<file path="src/rtl/uart_rx_pkg.sv">
package uart_rx_pkg;
  typedef enum logic [2:0] {
    ST_IDLE,
    ST_START,
    ST_DATA,
    ST_PAR,
    ST_STOP
  } rx_state_e;
endpackage

</file>
<file path="src/rtl/uart_rx_filter.sv">
module uart_rx_filter #(
  parameter int FILT_N = 3
) (
  input  logic clk_i,
  input  logic rst_ni,
  input  logic tick_i,
  input  logic rx_i,
  output logic filt_o
);
  logic [FILT_N-2:0] hist_q;
  logic              all_hi, all_lo;

  assign all_hi = &{hist_q, rx_i};
  assign all_lo = ~|{hist_q, rx_i};

  always_ff @(posedge clk_i or negedge rst_ni) begin
    if (!rst_ni) begin
      hist_q <= '1;
      filt_o <= 1'b1;
    end else if (tick_i) begin
      if (FILT_N > 2) hist_q <= {hist_q[FILT_N-3:0], rx_i};
      else            hist_q <= rx_i;
      if (all_hi)      filt_o <= 1'b1;
      else if (all_lo) filt_o <= 1'b0;
    end
  end
endmodule

</file>
<file path="src/rtl/uart_rx_framer.sv">
module uart_rx_framer
  import uart_rx_pkg::*;
#(
  parameter int OVS    = 16,
  parameter int DATA_W = 8
) (
  input  logic              clk_i,
  input  logic              rst_ni,
  input  logic              tick_i,
  input  logic              line_i,
  input  logic              parity_en_i,
  input  logic              parity_odd_i,
  output logic              valid_o,
  output logic [DATA_W-1:0] data_o,
  output logic              frame_err_o,
  output logic              parity_err_o
);
  localparam int CNT_W = $clog2(OVS);
  localparam int BIT_W = (DATA_W > 1) ? $clog2(DATA_W) : 1;
  localparam logic [CNT_W-1:0] MID  = CNT_W'(OVS/2 - 1);
  localparam logic [CNT_W-1:0] LAST = CNT_W'(OVS - 1);
  localparam logic [BIT_W-1:0] TOP  = BIT_W'(DATA_W - 1);

  rx_state_e         state_q;
  logic [CNT_W-1:0]  cnt_q;
  logic [BIT_W-1:0]  bit_q;
  logic [DATA_W-1:0] sh_q;
  logic              pbit_q;
  logic              at_mid, at_end;

  assign at_mid = tick_i && (cnt_q == MID);
  assign at_end = tick_i && (cnt_q == LAST);

  always_ff @(posedge clk_i or negedge rst_ni) begin
    if (!rst_ni) begin
      state_q      <= ST_IDLE;
      cnt_q        <= '0;
      bit_q        <= '0;
      sh_q         <= '0;
      pbit_q       <= 1'b0;
      valid_o      <= 1'b0;
      data_o       <= '0;
      frame_err_o  <= 1'b0;
      parity_err_o <= 1'b0;
    end else begin
      valid_o      <= 1'b0;
      frame_err_o  <= 1'b0;
      parity_err_o <= 1'b0;
      if (tick_i) cnt_q <= at_end ? '0 : cnt_q + 1'b1;
      unique case (state_q)
        ST_IDLE: begin
          cnt_q <= '0;
          if (!line_i) state_q <= ST_START;
        end
        ST_START: begin
          if (at_mid && line_i) state_q <= ST_IDLE;
          else if (at_end) begin
            state_q <= ST_DATA;
            bit_q   <= '0;
          end
        end
        ST_DATA: begin
          if (at_mid) sh_q <= {line_i, sh_q[DATA_W-1:1]};
          if (at_end) begin
            if (bit_q == TOP) state_q <= parity_en_i ? ST_PAR : ST_STOP;
            else              bit_q   <= bit_q + 1'b1;
          end
        end
        ST_PAR: begin
          if (at_mid) pbit_q  <= line_i;
          if (at_end) state_q <= ST_STOP;
        end
        ST_STOP: begin
          if (at_mid) begin
            state_q      <= ST_IDLE;
            valid_o      <= 1'b1;
            data_o       <= sh_q;
            frame_err_o  <= !line_i;
            parity_err_o <= parity_en_i && (pbit_q != ((^sh_q) ^ parity_odd_i));
          end
        end
        default: state_q <= ST_IDLE;
      endcase
    end
  end
endmodule

</file>
<file path="src/rtl/uart_rx_break.sv">
module uart_rx_break #(
  parameter int DATA_W = 8,
  parameter int BRK_W  = 8
) (
  input  logic              clk_i,
  input  logic              rst_ni,
  input  logic              valid_i,
  input  logic [DATA_W-1:0] data_i,
  input  logic              frame_err_i,
  input  logic [BRK_W-1:0]  thresh_i,
  output logic              break_o
);
  logic [BRK_W:0] cnt_q;
  logic           is_brk_char;

  assign is_brk_char = frame_err_i && (data_i == '0);

  always_ff @(posedge clk_i or negedge rst_ni) begin
    if (!rst_ni) begin
      cnt_q   <= '0;
      break_o <= 1'b0;
    end else begin
      break_o <= 1'b0;
      if (valid_i) begin
        if (is_brk_char) begin
          if (cnt_q != '1) cnt_q <= cnt_q + 1'b1;
          // fires only on the step that crosses the threshold
          break_o <= (cnt_q == {1'b0, thresh_i});
        end else begin
          cnt_q <= '0;
        end
      end
    end
  end
endmodule

</file>
<file path="src/rtl/uart_rx_core.sv">
module uart_rx_core #(
  parameter int OVS    = 16,
  parameter int DATA_W = 8,
  parameter int FILT_N = 3,
  parameter int BRK_W  = 8
) (
  input  logic              clk_i,
  input  logic              rst_ni,
  input  logic              rx_i,
  input  logic              tick_i,
  input  logic              parity_en_i,
  input  logic              parity_odd_i,
  input  logic [BRK_W-1:0]  break_thresh_i,
  output logic              rx_valid_o,
  output logic [DATA_W-1:0] rx_data_o,
  output logic              frame_err_o,
  output logic              parity_err_o,
  output logic              break_o
);
  logic filt_w;

  uart_rx_filter #(.FILT_N(FILT_N)) u_filt (
    .clk_i  (clk_i),
    .rst_ni (rst_ni),
    .tick_i (tick_i),
    .rx_i   (rx_i),
    .filt_o (filt_w)
  );

  uart_rx_framer #(.OVS(OVS), .DATA_W(DATA_W)) u_framer (
    .clk_i        (clk_i),
    .rst_ni       (rst_ni),
    .tick_i       (tick_i),
    .line_i       (filt_w),
    .parity_en_i  (parity_en_i),
    .parity_odd_i (parity_odd_i),
    .valid_o      (rx_valid_o),
    .data_o       (rx_data_o),
    .frame_err_o  (frame_err_o),
    .parity_err_o (parity_err_o)
  );

  uart_rx_break #(.DATA_W(DATA_W), .BRK_W(BRK_W)) u_brk (
    .clk_i       (clk_i),
    .rst_ni      (rst_ni),
    .valid_i     (rx_valid_o),
    .data_i      (rx_data_o),
    .frame_err_i (frame_err_o),
    .thresh_i    (break_thresh_i),
    .break_o     (break_o)
  );
endmodule

</file>
<file path="config.mk">
export PLATFORM = sky130hd
export DESIGN_NAME = uart_rx_core
export DESIGN_NICKNAME = d
export VERILOG_FILES = /design/src/rtl/uart_rx_pkg.sv /design/src/rtl/uart_rx_filter.sv /design/src/rtl/uart_rx_framer.sv /design/src/rtl/uart_rx_break.sv /design/src/rtl/uart_rx_core.sv
export SDC_FILE = /design/constraint.sdc
export NUM_CORES = 1
export LEC_CHECK = 0
export CAP_MARGIN = 20
export CORE_MARGIN = 1.5
export CORE_UTILIZATION = 45
export CTS_BUF_LIST = sky130_fd_sc_hd__clkbuf_8 sky130_fd_sc_hd__clkbuf_16
export CTS_CLUSTER_DIAMETER = 200
export DETAILED_ROUTE_END_ITERATION = 12
export DONT_BUFFER_PORTS = 1
export PLACE_DENSITY_LB_ADDON = 0.3
export SLEW_MARGIN = 5
export SYNTH_ARGS = -nofsm -noshare
export SYNTH_HDL_FRONTEND = slang
export SYNTH_SLANG_ARGS = --single-unit
</file>
<file path="constraint.sdc">
create_clock -name clk_i -period 4.9 [get_ports clk_i]
set_clock_uncertainty 0.05 [all_clocks]
set_input_delay 0.98 -clock clk_i [delete_from_list [all_inputs] [get_ports clk_i]]
set_output_delay 0.98 -clock clk_i [all_outputs]
set_load 0.005 [all_outputs]
</file>
# Word-level counts from Yosys, hierarchy flattened
# Index checks and enable logic that the tools add are counted.
# totals
reg_bits,43
in_bits,14
wordCells,87
# op_classes
addsub,3
eq_ne,21
mux,29
bitwise,1
n_reduce_logical,20
# op_table
op,count
$mux 3,12
$mux 9,2
$pmux 3 s5,1
$mux 4,3
$ne 2x1->1 const B,6
$mux 1,10
$reduce_and 2->1,5
$add 9x1->9 const B,1
$eq 9x8->1,1
$ne 9x9->1 const B,1
$logic_not 8->1,1
$ne 2x2->1 const B,4
$reduce_xor 8->1,1
$eq 3x2->1 const B,2
$eq 3x3->1 const B,2
$pmux 3 s2,1
$reduce_and 6->1,1
$logic_and 1x1->1,5
$reduce_and 5->1,1
$add 4x1->4 const B,1
$eq 4x3->1 const B,1
$eq 4x4->1 const B,1
$reduce_bool 2->1,2
$add 3x1->3 const B,1
8 further kinds,8

# Depth between registers and ports, before layout
# depth
ltp_word,6
ltp_mapped,8
depth_no_buf,7

# Modules after synthesis
# From an unflattened synthesis, not the netlist that was laid out.
# hier_totals
cells_unflattened,194
hier_area_um2,2290.9
# modules_own_cells
module,instances,cells_each,area_each_um2,seq_area_each_um2
uart_rx_framer,1,117,1471.4,750.7
uart_rx_break,1,68,683.2,250.2
uart_rx_filter,1,9,136.4,78.8

# Worst setup path after synthesis
# Ideal clock, no wire load.
# synth_timing
path_kind,input port to flip-flop
startpoint,input tick_i
endpoint,register u_framer.data_o[0]
setup_time_ps,125
t_arrival_ps,2030
setup_slack_ps,2695
path_stages,6
path_cell_list,buf_6 -> nand2_4 -> nor3b_4 -> nand3_2 -> clkinv_2 -> mux2_2
# synth_between
elab_chain_len,2
# synth_lines
element,line,rtl
"start, declared",uart_rx_core.sv:10,"input logic tick_i,"
$logic_and 1x1->1,uart_rx_framer.sv:31,assign at_mid = tick_i && (cnt_q == MID);
$reduce_and 2->1 (no line),-,
"end signal, assigned",uart_rx_framer.sv:77,data_o <= sh_q;
"end, declared",uart_rx_framer.sv:14,"output logic [DATA_W-1:0] data_o,"
# Every way passes these cells.
# A chain may end at the register's enable or synchronous reset.

# Worst setup path in the final report
# layout_timing
startpoint,register u_brk.cnt_q[0]
endpoint,register u_brk.cnt_q[7]
# layout_between
elab_chain_len,3
elab_cells_between_ends,6
cone_classes,1 x add/sub; 2 x eq/ne; 2 x mux; 1 x reduce/logical
# layout_lines
element,line,rtl
"start, declared",uart_rx_break.sv:13,logic [BRK_W:0] cnt_q;
"start signal, assigned",uart_rx_break.sv:26,if (cnt_q != '1) cnt_q <= cnt_q + 1'b1;
$add 9x1->9 or $ne 9x9->1 (tied branches),uart_rx_break.sv:26,
$mux 9 or $ne 2x2->1 (tied branches),-,
$mux 9 or $reduce_and 2->1 (tied branches),-,
# Several ways; a longest one is shown, not always the timed one. The select of a mux whose other input is x is not followed.

==> flow_summary.json <==
{
  "outcome": "finished, final reports clean",
  "worst_pin_slew_ns": 0.513,
  "drt-total-wl_um": 3960,
  "core-area_um2": 4750,
  "path_class": "flip-flop to flip-flop",
  "yosysWarnings": 0,
  "clock_latency_ns": 0.30,
  "rows": 25,
  "post-route-util_pct": 50.4,
  "start_util_pct": 46.8,
  "slew_headroom_pct": 65.6,
  "hpwl_um": 2870,
  "final_common_cell": "dfrtp_1",
  "required_ns": 5.04,
  "finalSetupViolations": 0,
  "place_congestion": 0.801,
  "cts_root_buffer": "clkbuf_8",
  "remaining_drc_errors": 0,
  "whs_ns": 0.316,
  "rsz0062_at_grt": "false",
  "post_cts_buffers": 0,
  "dpl_cell_area_um2": 2270,
  "cts_buffer_depth": 2,
  "grt_util_met1_pct": 22.4,
  "crit_fanout": 8,
  "tritoncts": "yes",
  "track_usage_pct": 16.5,
  "final_hold_viol_count": 0,
  "arrival_ns": 2.30,
  "numPortBuffers": 0,
  "synth_fp_nets": 219,
  "clkSinkCount": 43,
  "max_freq_mhz": 463,
  "crit_path_end_kind": "flip-flop",
  "cts_buffers": 5,
  "grt_busiest_layer": "met2",
  "wl_per_cell_um": 14.7,
  "synth_cells": 200,
  "tns_ns": 0,
  "finalCritPeriodShare_pct": 44.1,
  "ys_seq_elements": 43,
  "grt_pass1_wl_um": 6690,
  "area_growth_syn_to_layout_pct": 7.59,
  "drv_cap": 0,
  "routed_via_density": 5.39,
  "grt_max_degree": 44,
  "diodes": 0,
  "synth_area_um2": 2230,
  "synth_top_area_share_pct": 45.0,
  "syn_avg_cell_area_um2": 11.1,
  "vias": 1450,
  "final_area_um2": 2390,
  "final_antenna_net_count": 0,
  "yosys-top-cells-area": "dfrtp_1 45%, mux2_2 11%, dfstp_2 3.5%, xnor2_1 3.5%, ha_1 2.8%",
  "hold_path_class": "input port to async pin",
  "p_leak_uw": 0.00112,
  "use_met3_pct": 5.90,
  "synth_top_cell_by_area": "dfrtp_1",
  "worst_setup_path_start_kind": "flip-flop",
  "final_cell_mix": "40 x dfrtp_1, 21 x mux2_2, 13 x nor2_1",
  "h-tree-depth": 2,
  "io_pins": 26,
  "drtIter0Drc": 101,
  "first_global_vias": 1397,
  "antenna_found_initial": 0,
  "die_h_um": 73.3,
  "final_layout_size_suffix_gt1_share_pct": 20.3,
  "powerDensity_nw_per_um2": 384,
  "cts_resized": 0,
  "grt_overflow": 0,
  "die_w_um": 73.3,
  "maxSlewViolCount": 0,
  "peakVddDrop_mv": 0.212,
  "yosysUniqueCellTypes": 48,
  "drt_first_pass_iters": 4,
  "layout.nets": 220,
  "seq_area_frac_synth_pct": 48.5,
  "clkSlewWorstSetupHoldPaths_ns": 0.09,
  "cts_hold_buf": 0,
  "grt_use_met2_pct": 24.1,
  "die_area_um2": 5380,
  "finalCriticalPeriod_ns": 2.16
}
-- synthesized netlist by cell type, drive strengths merged --
master and n:
nand3b 1, and3 1, o221a 1, nor4b 1, mux2 22, nand2b 1, a211oi 1, or3 2
clkbuf 2, buf 4, clkinv 1, nor3b 1, and2 1, dfrtp 40, nor3 7, o2111ai 1
a31oi 1, nor2 13, xor2 7, and2b 1, o311a 1, ha 5, a21o 2, nor2b 6
xnor2 9, o22ai 1, nand3 6, o21ai 9, inv 6, nand2 14, o211ai 1, mux2i 3
nor4 5, dfstp 3, a22o 4, a21boi 1, xnor3 1, nand4 5, o41ai 1, a21oi 8
-- final timing paths --
path | end | slack (ns) | startpoint | cells after the start
setup reg to reg | u_brk.cnt_q[7] | 2.74 | u_brk.cnt_q[0] | 7
hold / removal | u_framer.bit_q[2] | 0.32 | rst_ni | 0
max in group asynchronous | u_filt.filt_o | 4.30 | rst_ni | 0
min in group clk_i | u_brk.break_o | 0.46 | u_brk.cnt_q[8] | 1
hold reg to reg | u_brk.break_o | 0.46 | u_brk.cnt_q[8] | 1
setup / recovery | u_brk.cnt_q[7] | 2.74 | u_brk.cnt_q[0] | 7
-- cell families (layout without fill, tap and decap cells) --
kind of cell             after synthesis  after routing  synth area share (%)
AND/OR/NAND/NOR                       65             65                  16.5
flip-flops                            43             43                  48.5
AO/OA/AOI/OAI                         32             32                  9.39
multiplexers                          25             25                  12.6
XOR/XNOR                              17             17                  7.31
buffers and inverters                 13             15                  2.87
adder cells (fa/ha/maj)                5              5                  2.81
-- metrics by stage --
step | worst slack (ns) | total power [uW] | cells
floorplan | 2.69 | 605 | 200
global route | 2.60 | 978 | 269
detailed placement | 2.68 | 630 | 261
global placement | 2.72 | 624 | 261
finish | 2.74 | 920 | 269
CTS | 2.75 | 926 | 269
-- layout make-up --
type / instances / area (um2)
Clock buffer: 6 / 82.6
Clock inverter: 2 / 38.8
Fill cell: 453 / 2360
Inverter: 7 / 27.5
Multi-Input combinational cell: 144 / 1080
Sequential cell: 43 / 1080
Tap cell: 67 / 83.8
-- metal layers --
| metal | wire [um] | share of wire [%] | vias to the layer above |
|---|---|---|---|
| met5 | 0 | 0 | - |
| met4 | 54 | 1.4 | 0 |
| met3 | 258 | 6.5 | 7 |
| met2 | 1770 | 45 | 32 |
| met1 | 1870 | 47 | 696 |
| li1 | - | - | 715 |
-- worst max-delay path, cell delays in order (launching register included) --
cell	delay [ns]
dfrtp_1	0.42
ha_1	0.20
nand3_1	0.16
nor3_1	0.22
ha_1	0.33
nand4_1	0.19
nand4_1	0.15
mux2_2	0.33
-- sequential cells by signal, summed over array words and instances (netlist names) --
register,flops
u_framer.valid_o,1
u_framer.state_q,3
u_framer.sh_q,8
u_framer.bit_q,3
u_filt.hist_q,2
u_brk.break_o,1
u_framer.cnt_q,4
u_framer.data_o,8
u_brk.cnt_q,9
u_filt.filt_o,1
u_framer.pbit_q,1
u_framer.frame_err_o,1
u_framer.parity_err_o,1
-- report_power, final --
| group | switching [uW] | internal, uW | total (uW) |
|---|---|---|---|
| logic | 91.0 | 86.0 | 177 |
| registers | 57.0 | 392 | 449 |
| clock network | 127 | 168 | 295 |
Power figures use the tool's default switching activity.
